`src/rtl/serom_pkg.sv`:
```
package serom_pkg;
  localparam int CMD_BITS = 8;
  localparam int ADR_BITS = 16;
  localparam logic [CMD_BITS-1:0] OP_READ = 8'h03;

  typedef enum logic [1:0] {
    PH_CMD  = 2'd0,
    PH_ADDR = 2'd1,
    PH_DATA = 2'd2,
    PH_DEAD = 2'd3
  } phase_t;

  // Instruction is honoured only when it is a read and the array is idle.
  function automatic logic op_accept(input logic [CMD_BITS-1:0] op,
                                     input logic busy);
    return (op == OP_READ) && !busy;
  endfunction
endpackage

```
`src/rtl/serom_edge.sv`:
```
module serom_edge (
  input  logic clk,
  input  logic rst_n,
  input  logic cs_n,
  input  logic sck,
  output logic sck_rise,
  output logic sck_fall
);
  logic sck_q;

  always_ff @(posedge clk or negedge rst_n) begin
    if (!rst_n) sck_q <= 1'b0;
    else        sck_q <= sck;
  end

  assign sck_rise = ~cs_n &  sck & ~sck_q;
  assign sck_fall = ~cs_n & ~sck &  sck_q;
endmodule

```
`src/rtl/serom_hdr.sv`:
```
module serom_hdr
  import serom_pkg::*;
#(
  parameter int ADDR_W = 12
) (
  input  logic              clk,
  input  logic              rst_n,
  input  logic              cs_n,
  input  logic              sck_rise,
  input  logic              mosi,
  input  logic              wr_busy,
  output phase_t            phase,
  output logic              hdr_done,
  output logic [ADDR_W-1:0] start_addr
);
  localparam int CNT_W = $clog2(ADR_BITS);

  logic [CNT_W-1:0]  cnt;
  logic [ADDR_W-1:0] sh;

  // Keeps only the low ADDR_W received bits; older bits fall off the top.
  function automatic logic [ADDR_W-1:0] shift_in(input logic [ADDR_W-1:0] s,
                                                 input logic b);
    return {s[ADDR_W-2:0], b};
  endfunction

  wire last_cmd_bit = (phase == PH_CMD)  && (cnt == CNT_W'(CMD_BITS-1));
  wire last_adr_bit = (phase == PH_ADDR) && (cnt == CNT_W'(ADR_BITS-1));

  always_ff @(posedge clk or negedge rst_n) begin
    if (!rst_n) begin
      phase    <= PH_CMD;
      cnt      <= '0;
      sh       <= '0;
      hdr_done <= 1'b0;
    end else begin
      hdr_done <= 1'b0;
      if (cs_n) begin
        phase <= PH_CMD;
        cnt   <= '0;
      end else if (sck_rise && (phase == PH_CMD || phase == PH_ADDR)) begin
        sh  <= shift_in(sh, mosi);
        cnt <= cnt + 1'b1;
        if (last_cmd_bit) begin
          cnt   <= '0;
          phase <= op_accept({sh[CMD_BITS-2:0], mosi}, wr_busy) ? PH_ADDR : PH_DEAD;
        end
        if (last_adr_bit) begin
          phase    <= PH_DATA;
          hdr_done <= 1'b1;
        end
      end
    end
  end

  assign start_addr = sh;

  AST_HDR_FROM_ADDR: assert property (@(posedge clk) disable iff (!rst_n)
    hdr_done |-> $past(phase) == PH_ADDR);
  AST_FRESH_AFTER_CS: assert property (@(posedge clk) disable iff (!rst_n)
    cs_n |=> (phase == PH_CMD));
  AST_BUSY_REFUSE: assert property (@(posedge clk) disable iff (!rst_n)
    (!cs_n && sck_rise && last_cmd_bit && wr_busy) |=> (phase == PH_DEAD));
endmodule

```
`src/rtl/serom_stream.sv`:
```
module serom_stream #(
  parameter int ADDR_W = 12
) (
  input  logic              clk,
  input  logic              rst_n,
  input  logic              cs_n,
  input  logic              sck_rise,
  input  logic              sck_fall,
  input  logic              hdr_done,
  input  logic [ADDR_W-1:0] start_addr,
  input  logic [7:0]        mem_rdata,
  output logic              mem_rd,
  output logic [ADDR_W-1:0] mem_addr,
  output logic              miso,
  output logic              data_oe
);
  localparam logic [ADDR_W-1:0] ADDR_TOP = '1;

  logic              active, rd_q, rd_pend, oe_q;
  logic [2:0]        dbit;
  logic [ADDR_W-1:0] addr_q;
  logic [7:0]        hold, obyte;

  // Next byte address; the ADDR_W-bit sum wraps the top of the array to zero.
  function automatic logic [ADDR_W-1:0] step_addr(input logic [ADDR_W-1:0] a);
    return a + 1'b1;
  endfunction

  wire byte_end = active & sck_rise & (dbit == 3'd7);
  wire load_now = active & sck_fall & (dbit == 3'd0);

  always_ff @(posedge clk or negedge rst_n) begin
    if (!rst_n) begin
      active  <= 1'b0;
      rd_q    <= 1'b0;
      rd_pend <= 1'b0;
      oe_q    <= 1'b0;
      dbit    <= '0;
      addr_q  <= '0;
      hold    <= '0;
      obyte   <= '0;
    end else begin
      rd_q    <= 1'b0;
      rd_pend <= rd_q;
      if (rd_pend) hold <= mem_rdata;
      if (cs_n) begin
        active <= 1'b0;
        oe_q   <= 1'b0;
        dbit   <= '0;
      end else begin
        if (hdr_done) begin
          active <= 1'b1;
          addr_q <= start_addr;
          rd_q   <= 1'b1;
        end
        if (byte_end) begin
          addr_q <= step_addr(addr_q);
          rd_q   <= 1'b1;
        end
        if (active && sck_rise) dbit <= dbit + 1'b1;
        if (active && sck_fall) begin
          oe_q  <= 1'b1;
          obyte <= load_now ? hold : {obyte[6:0], 1'b0};
        end
      end
    end
  end

  assign mem_rd   = rd_q;
  assign mem_addr = addr_q;
  assign miso     = obyte[7];
  assign data_oe  = oe_q;

  AST_WRAP_ZERO: assert property (@(posedge clk) disable iff (!rst_n)
    (byte_end && addr_q == ADDR_TOP) |=> (addr_q == '0));
  AST_OE_DROP: assert property (@(posedge clk) disable iff (!rst_n)
    cs_n |=> !oe_q);
  AST_RD_PULSE: assert property (@(posedge clk) disable iff (!rst_n)
    rd_q |=> !rd_q);
  AST_FETCH_READY: assert property (@(posedge clk) disable iff (!rst_n)
    load_now |-> (!rd_q && !rd_pend));
endmodule

```
`src/rtl/serom_read_engine.sv`:
```
module serom_read_engine
  import serom_pkg::*;
#(
  parameter int ADDR_W = 12  // array size 2**ADDR_W bytes, 8..16
) (
  input  logic              clk,
  input  logic              rst_n,
  input  logic              cs_n,
  input  logic              sck,
  input  logic              mosi,
  input  logic              wr_busy,
  input  logic [7:0]        mem_rdata,
  output logic              mem_rd,
  output logic [ADDR_W-1:0] mem_addr,
  output logic              miso,
  output logic              miso_oe
);
  logic              sck_rise, sck_fall, hdr_done, data_oe;
  logic [ADDR_W-1:0] start_addr;
  phase_t            phase;

  serom_edge u_edge (
    .clk(clk), .rst_n(rst_n), .cs_n(cs_n), .sck(sck),
    .sck_rise(sck_rise), .sck_fall(sck_fall)
  );

  serom_hdr #(.ADDR_W(ADDR_W)) u_hdr (
    .clk(clk), .rst_n(rst_n), .cs_n(cs_n), .sck_rise(sck_rise),
    .mosi(mosi), .wr_busy(wr_busy), .phase(phase),
    .hdr_done(hdr_done), .start_addr(start_addr)
  );

  serom_stream #(.ADDR_W(ADDR_W)) u_stream (
    .clk(clk), .rst_n(rst_n), .cs_n(cs_n), .sck_rise(sck_rise),
    .sck_fall(sck_fall), .hdr_done(hdr_done), .start_addr(start_addr),
    .mem_rdata(mem_rdata), .mem_rd(mem_rd), .mem_addr(mem_addr),
    .miso(miso), .data_oe(data_oe)
  );

  assign miso_oe = data_oe & ~cs_n;

  AST_REFUSED_QUIET: assert property (@(posedge clk) disable iff (!rst_n)
    (phase == PH_DEAD) |-> (!mem_rd && !miso_oe));
  AST_OE_ONLY_DATA: assert property (@(posedge clk) disable iff (!rst_n)
    miso_oe |-> (phase == PH_DATA));
endmodule

```
`config.mk`:
```
export PLATFORM = sky130hd
export DESIGN_NAME = serom_read_engine
export DESIGN_NICKNAME = d
export VERILOG_FILES = /design/src/rtl/serom_pkg.sv /design/src/rtl/serom_edge.sv /design/src/rtl/serom_hdr.sv /design/src/rtl/serom_stream.sv /design/src/rtl/serom_read_engine.sv
export SDC_FILE = /design/constraint.sdc
export NUM_CORES = 1
export LEC_CHECK = 0
export CORE_MARGIN = 2
export CORE_UTILIZATION = 30
export CTS_BUF_LIST = sky130_fd_sc_hd__clkbuf_4 sky130_fd_sc_hd__clkbuf_8
export DETAILED_ROUTE_END_ITERATION = 7
export SETUP_SLACK_MARGIN = 0.2
export SLEW_MARGIN = 20
export SYNTH_ARGS = -nofsm -noshare
export SYNTH_HDL_FRONTEND = slang
export SYNTH_HIERARCHICAL = 1
export SYNTH_SLANG_ARGS = --single-unit
```
`constraint.sdc`:
```
create_clock -name clk -period 3.1 [get_ports clk]
set_input_delay 0.775 -clock clk [delete_from_list [all_inputs] [get_ports clk]]
set_output_delay 0.775 -clock clk [all_outputs]
set_load 0.01 [all_outputs]
```
==> results of run 1 <==
[power by group through the flow]
stage          Sequential, W  Clock (W)  Combinational, W
2_1_floorplan       0.000798          0         0.0000685
3_3_place_gp        0.000809          0          0.000125
3_5_place_dp        0.000809          0          0.000127
4_1_cts             0.000795   0.000484          0.000128
5_1_grt             0.000802   0.000507          0.000138
6_report            0.000794   0.000463          0.000125
[cell families (layout without fill, tap and decap cells)]
| kind of cell | after synthesis | after routing | share of synthesized area (%) |
|---|---|---|---|
| compound gates | 54 | 54 | 13.7 |
| xor+xnor | 2 | 2 | 0.654 |
| fa+ha+maj | 5 | 5 | 2.34 |
| buf+inv | 19 | 47 | 5.14 |
| flops | 55 | 55 | 51.4 |
| mux | 28 | 28 | 11.4 |
| simple gates | 72 | 72 | 15.4 |
[final timing paths]
check                            startpoint                    to  slack (ps)
setup / recovery                       cs_n               miso_oe         350
hold / removal              u_stream/mem_rd      u_stream/rd_pend         380
setup reg to reg           u_stream/dbit[0]  u_stream/mem_addr[0]        1300
hold reg to reg             u_stream/mem_rd      u_stream/rd_pend         380
max in group asynchronous             rst_n  u_stream/mem_addr[5]        2070
min in group asynchronous             rst_n      u_stream/data_oe         460
[worst max-delay path, cell delays in order]
cell and delay, ps:
clkdlybuf4s50_1 530, nor2b_4 140, clkdlybuf4s50_1 530
[sequential cells by signal (all words and copies together), names as in the netlist, 2 cells and up]
signal,count
u_stream/obyte,8
u_hdr/phase,2
u_stream/hold,8
u_hdr/cnt,4
u_hdr/start_addr,12
u_stream/dbit,3
u_stream/mem_addr,12
[metal layers]
metal,routed length (um),global-route usage [%],vias to the layer above
met4,58,3.27,0
met3,191,2.20,5
met5,0,0,-
met2,2310,17.4,29
li1,-,-,899
met1,2420,14.4,875
[synth_stat cells (2+ instances only)]
master     count  area share, %
nand2_1       28            3.9
nand2b_1       4           0.93
a21oi_2        3           0.98
nand3_2        2           0.75
a21oi_1       16            3.0
buf_6          7            2.9
buf_2          4           0.75
and3_1         3           0.70
o22ai_1        6            1.4
mux2i_1        8            3.0
a2bb2oi_2      4            2.2
nor2_1        10            1.4
o21ai_0       15            2.8
nor3b_1        3           0.84
ha_1           5            2.3
mux2_2         8            3.4
nand3_1        7            1.3
nand4_1        2           0.47
mux2_1        12            5.0
inv_1          5           0.70
dfrtp_1       55             51
a41o_1         2           0.75
nand3b_1       3           0.84
[area by class of cell]
| cell class | count | share of cell area, % |
|---|---|---|
| Clock inverter | 2 | 1.20 |
| Clock buffer | 5 | 2.20 |
| Sequential cell | 55 | 43.9 |
| Timing Repair Buffer | 34 | 10.3 |
| Tap cell | 108 | 4.31 |
| Multi-Input combinational cell | 161 | 37.2 |
| Inverter | 6 | 0.879 |
[stage by stage]
step	hold slack (ps)	setup slack (ps)	utilization [%]	area, um2
after floorplan	416	597	-	2680
after global placement	374	362	34.8	3020
after detailed placement	368	344	34.8	3020
after CTS	390	341	36.1	3130
after global routing	400	307	36.1	3130
final	384	347	36.1	3130
==> qor.tcl, run 1 <==
set qor(ys_ff_latch) 55
set qor(die_area_mm2) 0.00970
set qor(io_buffer_count) 28
set qor(placed_cells) 364
set qor(layoutNonFillerInstCount) 371
set qor(area.sequential_mm2) 0.00138
set qor(net-switching-power_w) 0.000317
set qor(floorplan.die.width_um) 98.5
set qor(leading_cell_types_in_the_layout_fill_and_taps_excluded) {55 x dfrtp_1, 28 x nand2_1, 27 x clkdlybuf4s50_1}
set qor(run_status) {finished, final reports clean}
set qor(chipHeight_um) 98.5
set qor(cts_buffers) 5
set qor(cts_htree_levels) 2
set qor(routed_wirelength_um) 4970
set qor(setup_skew_ps) 9.10
set qor(cts.clk_slew.worst_paths_ps) 100
set qor(worst_ep_required_time_ps) 2320
set qor(slew-limit-headroom_pct) 62.3
set qor(boundaryPins) 29
set qor(post_cts.repair.setup_buffers) 0
set qor(synth.lib_cells_used.distinct) 46
set qor(cts_tree) {yes}
set qor(via_per_inst) 4.87
set qor(nNetsFinal) 282
set qor(clock_power_share_pct) 33.5
set qor(power.static_leakage_nw) 1.40
set qor(cts-hold-fix-buffers) 0
set qor(postSynth.asyncResetShare_pct) 100
set qor(hpwlAfterDp_um) 3500
set qor(most_frequent_standard_cell_in_the_layout_excluding_fill_and_tap_cells) {dfrtp_1}
set qor(start_kind) {input pin}
set qor(cts-root-to-sink-buffers) 2
set qor(synth_area_per_inst_um2) 11.4
set qor(fin_crit_sh_pct) 88.8
set qor(design.core.area_mm2) 0.00868
set qor(cts_sinks) 55
set qor(timing.reg2reg.worst_path_depth) 7
set qor(yosys_warnings) 6
set qor(hold_path_depth) 0
set qor(netSwitchingFraction_pct) 23.0
set qor(worstHoldPathType) {flip-flop to flip-flop}
set qor(fin_setup_tns_ps) 0
set qor(synthesis.nets) 254
set qor(drt_drc_violations_left) 0
set qor(clock_latency_reported_for_the_late_side_of_the_worst_skew_pair_ps) 310
set qor(dominantRegCellSynth) {dfrtp_1}
set qor(worst_slew_pin_slew_ps) 566
set qor(grt_pass1_wl_um) 8640
set qor(synth-seq-area-share_pct) 51.4
set qor(grt_total_ovfl) 0
set qor(wl_per_cell_um) 13.4
set qor(rd_place_congestion) 0.798
set qor(layout_fillers) 882
set qor(start_util_pct) 30.9
set qor(fin_total_pwr_w) 0.00138
set qor(max-vdd-ir-drop_uv) 169
set qor(comb_power_share_pct) 9.1
set qor(fin_hold_viols) 0
set qor(maxClockFrequency_ghz) 0.363
set qor(areaGrowthSynthToFinish_pct) 17.0
set qor(synth_enable_flop_cells) 0
set qor(detail-route-antenna-nets) 0
set qor(p_seq_share_pct) 57.5
set qor(antennaDiodeCount) 0
set qor(grt.total_usage_pct) 10.7
set qor(cp.arrival_ps) 1980
set qor(timing.max_cap.violations) 0
set qor(detailedRoute.firstIterationViolations) 108
set qor(antenna_found_initial) 0
set qor(first_global_vias) 1786
set qor(grt_setup_unrepaired) {false}
set qor(pwr_density_cell_mw_per_mm2) 441
set qor(slew_viol_final) 0
set qor(cts_resized) 0
set qor(cts_root_buf) {clkbuf_8}
set qor(power_report.internal_total_w) 0.00106
set qor(grt_max_degree) 46
set qor(crit_type) {input pin to output port}
set qor(synthesis.instances) 235
set qor(worstSetupEndpointType) {output port}
set qor(detailroute.via_count) 1808
set qor(finalSetupViolCount) 0
set qor(worst-path-max-fanout) 6
set qor(floorplan.rows) 34
set qor(post_route_cells_drive_above_1_share_pct) 14.8
set qor(multi_input_area_mm2) 0.00116
set qor(netlist_area_before_placement_mm2) 0.00268
set qor(detailedRoute.firstPassIterationCount) 4
set qor(final.min_clock_period_ps) 2750
Power figures use the tool's default switching activity.
==> run 2: changes to the inputs <==
--- a/config.mk
+++ b/config.mk
@@ -15,3 +15,4 @@
 export SYNTH_HDL_FRONTEND = slang
 export SYNTH_HIERARCHICAL = 1
 export SYNTH_SLANG_ARGS = --single-unit
+export TNS_END_PERCENT = 30
==> results of run 2 <==
Final layout, timing and power as in run 1 (identical DEF).
